### src/rtl/iso_rate_pkg.sv
package iso_rate_pkg;

    localparam int IDX_W   = 4;
    localparam int WI_W    = 8;
    localparam int F_W     = 12;
    localparam int D_W     = 7;
    localparam int RATIO_W = 10;
    localparam int BASE_WT = 960;
    localparam int K_W     = 16;
    localparam int WT_W    = K_W + WI_W;
    localparam int CAND_W  = F_W + D_W;

    typedef enum logic [1:0] {
        ST_IDLE,
        ST_FETCH,
        ST_RUN,
        ST_DONE
    } calc_state_t;

    function automatic logic [F_W-1:0] f_lookup(input logic [IDX_W-1:0] idx);
        logic [F_W-1:0] v;
        unique case (idx)
            4'd1:    v = 12'd372;
            4'd2:    v = 12'd558;
            4'd3:    v = 12'd744;
            4'd4:    v = 12'd1116;
            4'd5:    v = 12'd1488;
            4'd6:    v = 12'd1860;
            4'd9:    v = 12'd512;
            4'd10:   v = 12'd768;
            4'd11:   v = 12'd1024;
            4'd12:   v = 12'd1536;
            4'd13:   v = 12'd2048;
            default: v = '0;
        endcase
        return v;
    endfunction

    function automatic logic [D_W-1:0] d_lookup(input logic [IDX_W-1:0] idx);
        logic [D_W-1:0] v;
        unique case (idx)
            4'd1:    v = 7'd1;
            4'd2:    v = 7'd2;
            4'd3:    v = 7'd4;
            4'd4:    v = 7'd8;
            4'd5:    v = 7'd16;
            4'd10:   v = 7'd2;
            4'd11:   v = 7'd4;
            4'd12:   v = 7'd8;
            4'd13:   v = 7'd16;
            4'd14:   v = 7'd32;
            4'd15:   v = 7'd64;
            default: v = '0;
        endcase
        return v;
    endfunction

endpackage

### src/rtl/seq_mult.sv
module seq_mult #(
    parameter int AW = 12,
    parameter int BW = 7
) (
    input  logic                clk,
    input  logic                rst_n,
    input  logic                go,
    input  logic [AW-1:0]       a,
    input  logic [BW-1:0]       b,
    output logic [AW+BW-1:0]    prod,
    output logic                fin
);
    localparam int PW = AW + BW;
    localparam int CW = $clog2(BW + 1);

    logic [PW-1:0] mcand;
    logic [BW-1:0] mplier;
    logic [PW-1:0] acc;
    logic [CW-1:0] cnt;
    logic          active;

    always_ff @(posedge clk or negedge rst_n) begin
        if (!rst_n) begin
            mcand  <= '0;
            mplier <= '0;
            acc    <= '0;
            cnt    <= '0;
            active <= 1'b0;
            fin    <= 1'b0;
        end else if (go) begin
            mcand  <= PW'(a);
            mplier <= b;
            acc    <= '0;
            cnt    <= CW'(BW);
            active <= 1'b1;
            fin    <= 1'b0;
        end else if (active) begin
            if (mplier[0]) begin
                acc <= acc + mcand;
            end
            mcand  <= mcand << 1;
            mplier <= mplier >> 1;
            cnt    <= cnt - CW'(1);
            if (cnt == CW'(1)) begin
                active <= 1'b0;
                fin    <= 1'b1;
            end
        end else begin
            fin <= 1'b0;
        end
    end

    assign prod = acc;

endmodule

### src/rtl/seq_div.sv
module seq_div #(
    parameter int NW = 12,
    parameter int DW = 7
) (
    input  logic          clk,
    input  logic          rst_n,
    input  logic          go,
    input  logic [NW-1:0] num,
    input  logic [DW-1:0] den,
    output logic [NW-1:0] quo,
    output logic          fin
);
    localparam int CW = $clog2(NW + 1);

    logic [DW:0]   rem;
    logic [NW-1:0] q_sh;
    logic [DW-1:0] den_l;
    logic [NW-1:0] num_l;
    logic [CW-1:0] cnt;
    logic          active;
    logic [DW:0]   trial;
    logic [DW:0]   diff;

    assign trial = {rem[DW-1:0], q_sh[NW-1]};
    assign diff  = trial - {1'b0, den_l};

    always_ff @(posedge clk or negedge rst_n) begin
        if (!rst_n) begin
            rem    <= '0;
            q_sh   <= '0;
            den_l  <= '0;
            num_l  <= '0;
            cnt    <= '0;
            active <= 1'b0;
            fin    <= 1'b0;
        end else if (go) begin
            rem    <= '0;
            q_sh   <= num;
            num_l  <= num;
            den_l  <= den;
            cnt    <= CW'(NW);
            active <= 1'b1;
            fin    <= 1'b0;
        end else if (active) begin
            if (trial >= {1'b0, den_l}) begin
                rem  <= diff;
                q_sh <= {q_sh[NW-2:0], 1'b1};
            end else begin
                rem  <= trial;
                q_sh <= {q_sh[NW-2:0], 1'b0};
            end
            cnt <= cnt - CW'(1);
            if (cnt == CW'(1)) begin
                active <= 1'b0;
                fin    <= 1'b1;
            end
        end else begin
            fin <= 1'b0;
        end
    end

    assign quo = q_sh;


    div_identity_chk: assert property (@(posedge clk) disable iff (!rst_n)
        fin |-> ((NW+DW+1)'(q_sh) * (NW+DW+1)'(den_l) + (NW+DW+1)'(rem)
                 == (NW+DW+1)'(num_l)) && (rem < {1'b0, den_l}));


    div_den_nonzero_chk: assert property (@(posedge clk) disable iff (!rst_n)
        go |-> (den != '0));

endmodule

### src/rtl/iso_rate_calc.sv
module iso_rate_calc
    import iso_rate_pkg::*;
(
    input  logic               clk,
    input  logic               rst_n,
    input  logic               start,
    input  logic [IDX_W-1:0]   fi_idx,
    input  logic [IDX_W-1:0]   di_idx,
    input  logic [WI_W-1:0]    wi,
    output logic [RATIO_W-1:0] ratio,
    output logic               ratio_ok,
    output logic [WT_W-1:0]    wtime,
    output logic               done
);
    localparam logic [RATIO_W-1:0] RST_RATIO = RATIO_W'(372);
    localparam logic [WT_W-1:0]    RST_WT    = WT_W'(BASE_WT * 10);

    calc_state_t state, next;

    logic [IDX_W-1:0] fi_l, di_l;
    logic [WI_W-1:0]  wi_l;
    logic [F_W-1:0]   f_val;
    logic [D_W-1:0]   d_val;
    logic             pair_bad, bad_l;
    logic             rat_pend, wt_pend;
    logic             accept;

    logic             div_go, mul_go, wt_go;
    logic [F_W-1:0]   div_quo;
    logic             div_fin;
    logic [CAND_W-1:0] mul_prod;
    logic             mul_fin;
    logic [WT_W-1:0]  wt_prod;
    logic             wt_fin;
    logic [K_W-1:0]   wt_scale;
    logic [CAND_W-1:0] cand;
    logic             cand_fits;

    assign f_val    = f_lookup(fi_l);
    assign d_val    = d_lookup(di_l);
    assign pair_bad = (f_val == '0) || (d_val == '0);
    assign accept   = start && ((state == ST_IDLE) || (state == ST_DONE));

    assign div_go   = (state == ST_FETCH) && !pair_bad && !di_l[IDX_W-1];
    assign mul_go   = (state == ST_FETCH) && !pair_bad &&  di_l[IDX_W-1];
    assign wt_go    = (state == ST_FETCH);
    assign wt_scale = K_W'(BASE_WT) * K_W'(d_val);

    seq_div #(.NW(F_W), .DW(D_W)) i_div (
        .clk(clk), .rst_n(rst_n), .go(div_go),
        .num(f_val), .den(d_val), .quo(div_quo), .fin(div_fin)
    );

    seq_mult #(.AW(F_W), .BW(D_W)) i_mul (
        .clk(clk), .rst_n(rst_n), .go(mul_go),
        .a(f_val), .b(d_val), .prod(mul_prod), .fin(mul_fin)
    );

    seq_mult #(.AW(K_W), .BW(WI_W)) i_wt (
        .clk(clk), .rst_n(rst_n), .go(wt_go),
        .a(wt_scale), .b(wi_l), .prod(wt_prod), .fin(wt_fin)
    );

    assign cand      = di_l[IDX_W-1] ? mul_prod : CAND_W'(div_quo);
    assign cand_fits = !bad_l && (cand != '0) && (cand[CAND_W-1:RATIO_W] == '0);

    // next-state logic
    always_comb begin
        next = state;
        unique case (state)
            ST_IDLE:  if (start) next = ST_FETCH;
            ST_FETCH: next = ST_RUN;
            ST_RUN:   if (!rat_pend && !wt_pend) next = ST_DONE;
            ST_DONE:  next = start ? ST_FETCH : ST_IDLE;
            default:  next = ST_IDLE;
        endcase
    end

    // state register
    always_ff @(posedge clk or negedge rst_n) begin
        if (!rst_n) state <= ST_IDLE;
        else        state <= next;
    end

    // request capture and unit tracking
    always_ff @(posedge clk or negedge rst_n) begin
        if (!rst_n) begin
            fi_l     <= IDX_W'(1);
            di_l     <= IDX_W'(1);
            wi_l     <= WI_W'(10);
            bad_l    <= 1'b0;
            rat_pend <= 1'b0;
            wt_pend  <= 1'b0;
        end else begin
            if (accept) begin
                fi_l <= fi_idx;
                di_l <= di_idx;
                wi_l <= wi;
            end
            if (state == ST_FETCH) begin
                bad_l    <= pair_bad;
                rat_pend <= !pair_bad;
                wt_pend  <= 1'b1;
            end else begin
                if (div_fin || mul_fin) rat_pend <= 1'b0;
                if (wt_fin)             wt_pend  <= 1'b0;
            end
        end
    end

    // outputs
    always_ff @(posedge clk or negedge rst_n) begin
        if (!rst_n) begin
            ratio    <= RST_RATIO;
            ratio_ok <= 1'b1;
            wtime    <= RST_WT;
            done     <= 1'b0;
        end else begin
            done <= (state == ST_RUN) && (next == ST_DONE);
            if ((state == ST_RUN) && (next == ST_DONE)) begin
                wtime <= wt_prod;
                if (cand_fits) begin
                    ratio    <= cand[RATIO_W-1:0];
                    ratio_ok <= 1'b1;
                end else begin
                    ratio_ok <= 1'b0;
                end
            end
        end
    end


    done_pulse_chk: assert property (@(posedge clk) disable iff (!rst_n)
        done |=> !done);


    out_hold_chk: assert property (@(posedge clk) disable iff (!rst_n)
        !done |-> ($stable(ratio) && $stable(ratio_ok) && $stable(wtime)));


    ratio_nonzero_chk: assert property (@(posedge clk) disable iff (!rst_n)
        ratio_ok |-> (ratio != '0));


    wtime_formula_chk: assert property (@(posedge clk) disable iff (!rst_n)
        done |-> (32'(wtime) == 32'(BASE_WT) * 32'(d_lookup(di_l)) * 32'(wi_l)));


    busy_hold_chk: assert property (@(posedge clk) disable iff (!rst_n)
        (state == ST_RUN) |=> ($stable(fi_l) && $stable(di_l) && $stable(wi_l)));


    bad_pair_chk: assert property (@(posedge clk) disable iff (!rst_n)
        (done && ((f_lookup(fi_l) == '0) || (d_lookup(di_l) == '0))) |-> !ratio_ok);

endmodule

### config.mk
export PLATFORM = sky130hd
export DESIGN_NAME = iso_rate_calc
export DESIGN_NICKNAME = d
export VERILOG_FILES = /design/src/rtl/iso_rate_pkg.sv /design/src/rtl/seq_mult.sv /design/src/rtl/seq_div.sv /design/src/rtl/iso_rate_calc.sv
export SDC_FILE = /design/constraint.sdc
export NUM_CORES = 1
export LEC_CHECK = 0
export BUFFER_PORTS_ARGS = -buffer_cell sky130_fd_sc_hd__buf_2
export CELL_PAD_IN_SITES_DETAIL_PLACEMENT = 1
export CELL_PAD_IN_SITES_GLOBAL_PLACEMENT = 1
export CORE_AREA = 4 4 160 162
export CTS_CLUSTER_SIZE = 25
export DETAILED_ROUTE_END_ITERATION = 8
export DIE_AREA = 0 0 164 166
export GPL_TIMING_DRIVEN = 1
export PLACE_DENSITY_LB_ADDON = 0.1
export SYNTH_ARGS = -nofsm -noshare
export SYNTH_HDL_FRONTEND = slang
export SYNTH_SLANG_ARGS = --single-unit
### constraint.sdc
create_clock -name clk -period 4.9 [get_ports clk]
set_input_delay 0.735 -clock clk [delete_from_list [all_inputs] [get_ports clk]]
set_output_delay 0.735 -clock clk [all_outputs]
set_load 0.05 [all_outputs]
==> Word-level counts from Yosys, hierarchy flattened <==
Memories as Yosys holds them, arrays and structs flattened.
Index checks and enable logic that the tools add are counted.
{ "totals": {"romBits": 288, "register_bits": 201, "inputBits": 19, "ram_bits": 0, "output_inout_bits": 36, "wordCells": 134, "memories": 2, "latchBits": 0} }
{ "op_classes": {"div": 0, "n_reduce_logical": 31, "n_shift": 0, "n_eq_ne": 10, "muxes": 54, "n_lt_le_gt_ge": 1, "bitwise": 0, "n_addsub": 6, "n_mul": 1} }
{ "mem_list": {"columns": ["memory", "depth", "width", "read_ports", "rd_clocked_by_memory_dff", "wr", "line_no", "rtl"], "rows": [
  ["(name not given)", 16, 11, 1, 0, 0, "iso_rate_pkg.sv:22", "unique case (idx)"],
  ["(name not given)", 16, 7, 1, 0, 0, "iso_rate_pkg.sv:41", "unique case (idx)"]
]} }
{ "op_table": {"columns": ["op", "n"], "rows": [
  ["$mux W24", 5],
  ["$mux W19", 6],
  ["$mux W7", 5],
  ["$mux W1", 25],
  ["$add A24 B24 Y24", 1],
  ["$mux W12", 2],
  ["$add A19 B19 Y19", 1],
  ["$reduce_bool A19 Y1", 1],
  ["$mux W4", 4],
  ["$mux W8", 2],
  ["$reduce_bool A2 Y1", 7],
  ["$logic_not A12 Y1", 1],
  ["$mul A4 B7 Y10 const A", 1],
  ["$logic_not A9 Y1", 1],
  ["$eq A4 B1 Y1 const B", 2],
  ["$ge A8 B7 Y1", 1],
  ["$logic_and A1 B1 Y1", 8],
  ["$pmux W2 S4", 1],
  ["$sub A4 B1 Y4 const B", 2],
  ["$logic_not A7 Y1", 1],
  ["$sub A7 B7 Y7", 1],
  ["$eq A2 B2 Y1 const B", 3],
  ["$mux W3", 2],
  ["$ne A3 B2 Y1 const B", 2],
  ["other kinds (9)", 18]
]} }

==> Logic depth before layout (Yosys ltp) <==
An unclocked memory read counts as a cell.
{ "logic_depth": {"word_depth": 8, "depth_mapped": 16, "depth_no_buf": 15} }

==> Modules after synthesis <==
Synthesis repeated with hierarchy kept, for this count alone.
{ "unflattened": {"cells_unflattened": 1255, "area_unflattened_um2": 12240.5} }
{ "modules_own_cells": {"columns": ["module", "area_each_um2", "cells_per_inst", "seq_area_each_um2", "instances"], "rows": [
  ["seq_mult (i_wt)", 4016.4, 443, 1551.5, 1],
  ["iso_rate_calc", 3478.3, 303, 1443.9, 1],
  ["seq_mult (i_mul)", 3007.9, 329, 1251.2, 1],
  ["seq_div", 1737.9, 180, 800.8, 1]
]} }

==> Least setup slack after synthesis <==
Ideal clock, no wire load.
{ "synth_path": {"kind": "register to register", "start": "register di_l[3]", "end": "register i_wt.mcand[15]", "t_arrival_ns": 3.430, "setup_time_ns": 0.137, "period_less_slack_ns": 3.567, "path_stages_with_launch": 16, "slack_ns": 1.333, "required_ns": 4.763, "n_path_buf": 2, "path_cell_list": "dfrtp_1 > clkbuf_1 > buf_1 > nor3_1 > inv_1 > fa_1 > inv_1 > fa_1 > ha_1 > a21o_1 > a21oi_1 > o21bai_1 > a21oi_1 > o21ai_0 > xnor2_1 > a21oi_1"} }
{ "synth_via": {"elab_chain_cells": 3} }
{ "synth_lines": {"columns": ["element", "line_no", "rtl"], "rows": [
  ["start: declaration", "iso_rate_calc.sv:20", "logic [IDX_W-1:0] fi_l, di_l;"],
  ["start signal: assignment", "iso_rate_calc.sv:97", "di_l <= di_idx;"],
  ["$mem_v2 Z16 W7", null, null],
  ["named net d_val[0]", "iso_rate_calc.sv:23", "logic [D_W-1:0] d_val;"],
  ["$mul A4 B7 Y10", "iso_rate_calc.sv:47", "assign wt_scale = K_W'(BASE_WT) * K_W'(d_val);"],
  ["$mux W24", "seq_mult.sv:30", "end else if (go) begin"],
  ["end signal: assignment", "seq_mult.sv:31", "mcand <= PW'(a);"],
  ["end signal: assignment", "seq_mult.sv:41", "mcand <= mcand << 1;"],
  ["end: declaration", "seq_mult.sv:16", "logic [PW-1:0] mcand;"]
]} }
The timed path passes the listed nets, and every way through them passes these cells.
A chain may end at the register's enable or synchronous reset.

==> Worst setup path after layout <==
{ "layout_path": {"start": "register di_l[1]", "end": "register i_wt.mcand[15]"} }
The elaborated chain is that of the path after synthesis.

==> results_dict.tcl <==
set metrics [dict create \
    outcome "finished clean" \
    pwr-share-clk 0.167 \
    routed_wl_um 25100 \
    powerDensity_mw_per_mm2 679 \
    nets 1217 \
    synth_top_area_cell "dfrtp_1" \
    synthFlopType "dfrtp_1" \
    cts_tree "yes" \
    slew_headroom 0.237 \
    vias 7934 \
    hold_path.class "in2async" \
    fillers 2774 \
    clk_pin_slew_ps 80 \
    drc 0 \
    synth_commonest_cells "dfrtp_1, nand2_1, o21ai_0, a21oi_1, ha_1" \
    r2r-end "i_wt.mcand[15]" \
    grt_pass1_wl_um 43100 \
    fin_setup_tns_ps 0 \
    leakage_nw 5.79 \
    portBuffers 48 \
    wl_per_cell_um 17.3 \
    crit_fanout 9 \
    fp-row-count 57 \
    gp_congestion 0.799 \
    synth.ff_latch_count 181 \
    io_pins 55 \
    drv_cap 0 \
    synth.distinct_cells 63 \
    net-switching-power_mw 3.62 \
    fmax_mhz 261 \
    internal_power_mw 4.38 \
    start_util 0.444 \
    clock_path_buffers 2 \
    antenna_found_initial 0 \
    synth-edff-count 0 \
    synthTopCellsByArea "dfrtp_1, ha_1, mux2i_1" \
    setup_viol 0 \
    drv_slew 0 \
    ff2ff_setup_slack_ps 1070 \
    firstDrtPassIters 4 \
    clock-sinks 181 \
    grt_pass1_vias 8363 \
    cts-root-buf "clkbuf_16" \
    cts_resized 0 \
    sw_frac_of_total 0.453 \
    hold_violations 0 \
    fin_skew_ps 12.5 \
    hold_buffers 0 \
    grt_util_all_layers 0.193 \
    synthCells 1090 \
    ir_worst_vdd_v 0.000258 \
    synth_warnings 0 \
    h-tree-depth 4 \
    postRouteAntennaNets 0 \
    grt_max_degree 103 \
    initialDrtViolationCount 377 \
    seqPwrFrac 0.336 \
    async_flop_share 1.00 \
    r2r_cells 13 \
    seq_area_frac_synth 0.425 \
    antenna_cells 0 \
    die_w_um 164 \
    crit_type "reg2reg" \
    finalCriticalPeriod_ps 3830 \
    dieArea_mm2 0.0272 \
    p_comb_frac 0.497 \
    critical_path.endpoint_type "register" \
    total_power_mw 7.99 \
    period_share 0.781 \
    core-area_mm2 0.0241 \
    crit_path_start_kind "register" \
    synth_area_mm2 0.0107 \
    cts_setup_buffers 0 \
    area_growth_syn_to_layout_pct 10.0 \
    critPathRequiredTime_ps 5180 \
    dp_hpwl_um 18000 \
    yosysMostFrequentCell "dfrtp_1" \
    yosysTopAreaCellShare 0.390 \
    viasPerCell 5.47 \
    tightest_slew_ps 1140 \
    rsz0062_at_grt "no" \
    overflow 0 \
    avgSynthCellArea_um2 9.83 \
    clk_latency_ps 430 \
    cts_inserted_buffers 17 \
    r2r-start "di_l[1]" \
    die_y_um 166 \
    drive_above_1_share 0.146 \
    worstPathArrival_ps 4110 \
]
## power groups by stage
stage                     clock network, mW  registers [mW]  logic, mW
after floorplan                           0            2.76       2.95
after global placement                    0            2.69       3.91
after detailed placement                  0            2.72       4.01
after CTS                              1.38            2.69       4.04
after global routing                   1.44            2.78       4.51
final                                  1.33            2.69       3.98
## worst max-delay path, stage by stage (launching register included)
cell	delay (ps)
dfrtp_1	460
nor3b_1	590
inv_1	160
fa_1	520
inv_1	60
fa_1	460
ha_1	290
a21o_1	170
a21oi_1	220
o21bai_1	90
a21oi_1	230
o21ai_0	160
xnor2_1	170
a21oi_1	80
## final cells by class
class                           count  area [µm²]  share of cell area
Multi-Input combinational cell    797        5720               0.486
Sequential cell                   181        4550               0.386
Timing Repair Buffer               58         324              0.0275
Inverter                           59         221              0.0188
Clock buffer                       17         425              0.0361
Tap cell                          324         405              0.0344
Clock inverter                     15         136              0.0116
## cells by family after synthesis
| logic type | after synthesis | synth area share |
|---|---|---|
| and+or+nand+nor | 298 | 0.129 |
| xor gates and xnor gates | 34 | 0.0278 |
| AOI/OAI and AO/OA | 261 | 0.152 |
| muxes | 114 | 0.114 |
| DFF | 181 | 0.425 |
| adders and majority gates | 84 | 0.108 |
| buffers and inverters | 117 | 0.0445 |
| other | 1 | 0.000350 |
## flip-flops by register name (all words and copies together) (netlist names), 2 cells and up
| register | count |
|---|---|
| wi_l | 8 |
| i_mul.mcand | 18 |
| i_mul.cnt | 3 |
| i_div.rem | 7 |
| state | 2 |
| wtime | 18 |
| i_wt.mplier | 8 |
| i_wt.prod | 18 |
| i_div.den_l | 7 |
| di_l | 4 |
| i_div.cnt | 4 |
| i_wt.mcand | 18 |
| i_wt.cnt | 4 |
| i_div.quo | 12 |
| ratio | 10 |
| i_mul.mplier | 7 |
| fi_l | 4 |
| i_mul.prod | 18 |
## how the worst max path moves through the flow
| stage | startpoint | end | slack, ps | depth (start not counted) |
|---|---|---|---|---|
| floorplan | di_l[3] | i_wt.mcand[15] | 1330 | 15 |
| global placement | di_l[1] | i_wt.mcand[15] | 1230 | 13 |
| detailed placement | di_l[1] | i_wt.mcand[15] | 1050 | 13 |
| CTS | di_l[1] | i_wt.mcand[15] | 1050 | 13 |
| global route | di_l[1] | i_wt.mcand[15] | 760 | 13 |
| finish | di_l[1] | i_wt.mcand[15] | 1070 | 13 |
## layer usage
layer / track usage / routed length [µm] / vias up
met3: 0.0243 / 364 / 18
li1: - / - / 3875
met1: 0.261 / 12000 / 3981
met2: 0.328 / 12500 / 60
met4: 0.0470 / 301 / 0
met5: 0 / 0 / -
## placed cells by master (no fill, tap or decap), types with 17 or more instances in the layout
| cell type | synthesis | final |
|---|---|---|
| a211oi_1 | 23 | 23 |
| a21o_1 | 24 | 24 |
| a21oi_1 | 72 | 72 |
| buf_2 | 0 | 47 |
| clkbuf_16 | 0 | 17 |
| dfrtp_1 | 167 | 167 |
| ha_1 | 70 | 69 |
| inv_1 | 59 | 59 |
| mux2_2 | 51 | 51 |
| mux2i_1 | 62 | 62 |
| nand2_1 | 129 | 129 |
| nor2_1 | 65 | 64 |
| nor3_1 | 17 | 17 |
| o21ai_0 | 77 | 77 |
| xnor2_1 | 25 | 25 |
## through the flow
| step | hold WS, ps | util | cell area, µm² | setup slack (ps) | instances |
|---|---|---|---|---|---|
| after CTS | 411 | 0.489 | 11800 | 1050 | 1451 |
| after floorplan | 420 | - | 10700 | 1330 | 1095 |
| after global routing | 437 | 0.489 | 11800 | 756 | 1451 |
| after global placement | 463 | 0.465 | 11200 | 1230 | 1419 |
| after detailed placement | 473 | 0.465 | 11200 | 1050 | 1419 |
| final | 376 | 0.489 | 11800 | 1070 | 1451 |
No activity file was read; power rests on OpenSTA's default activity.
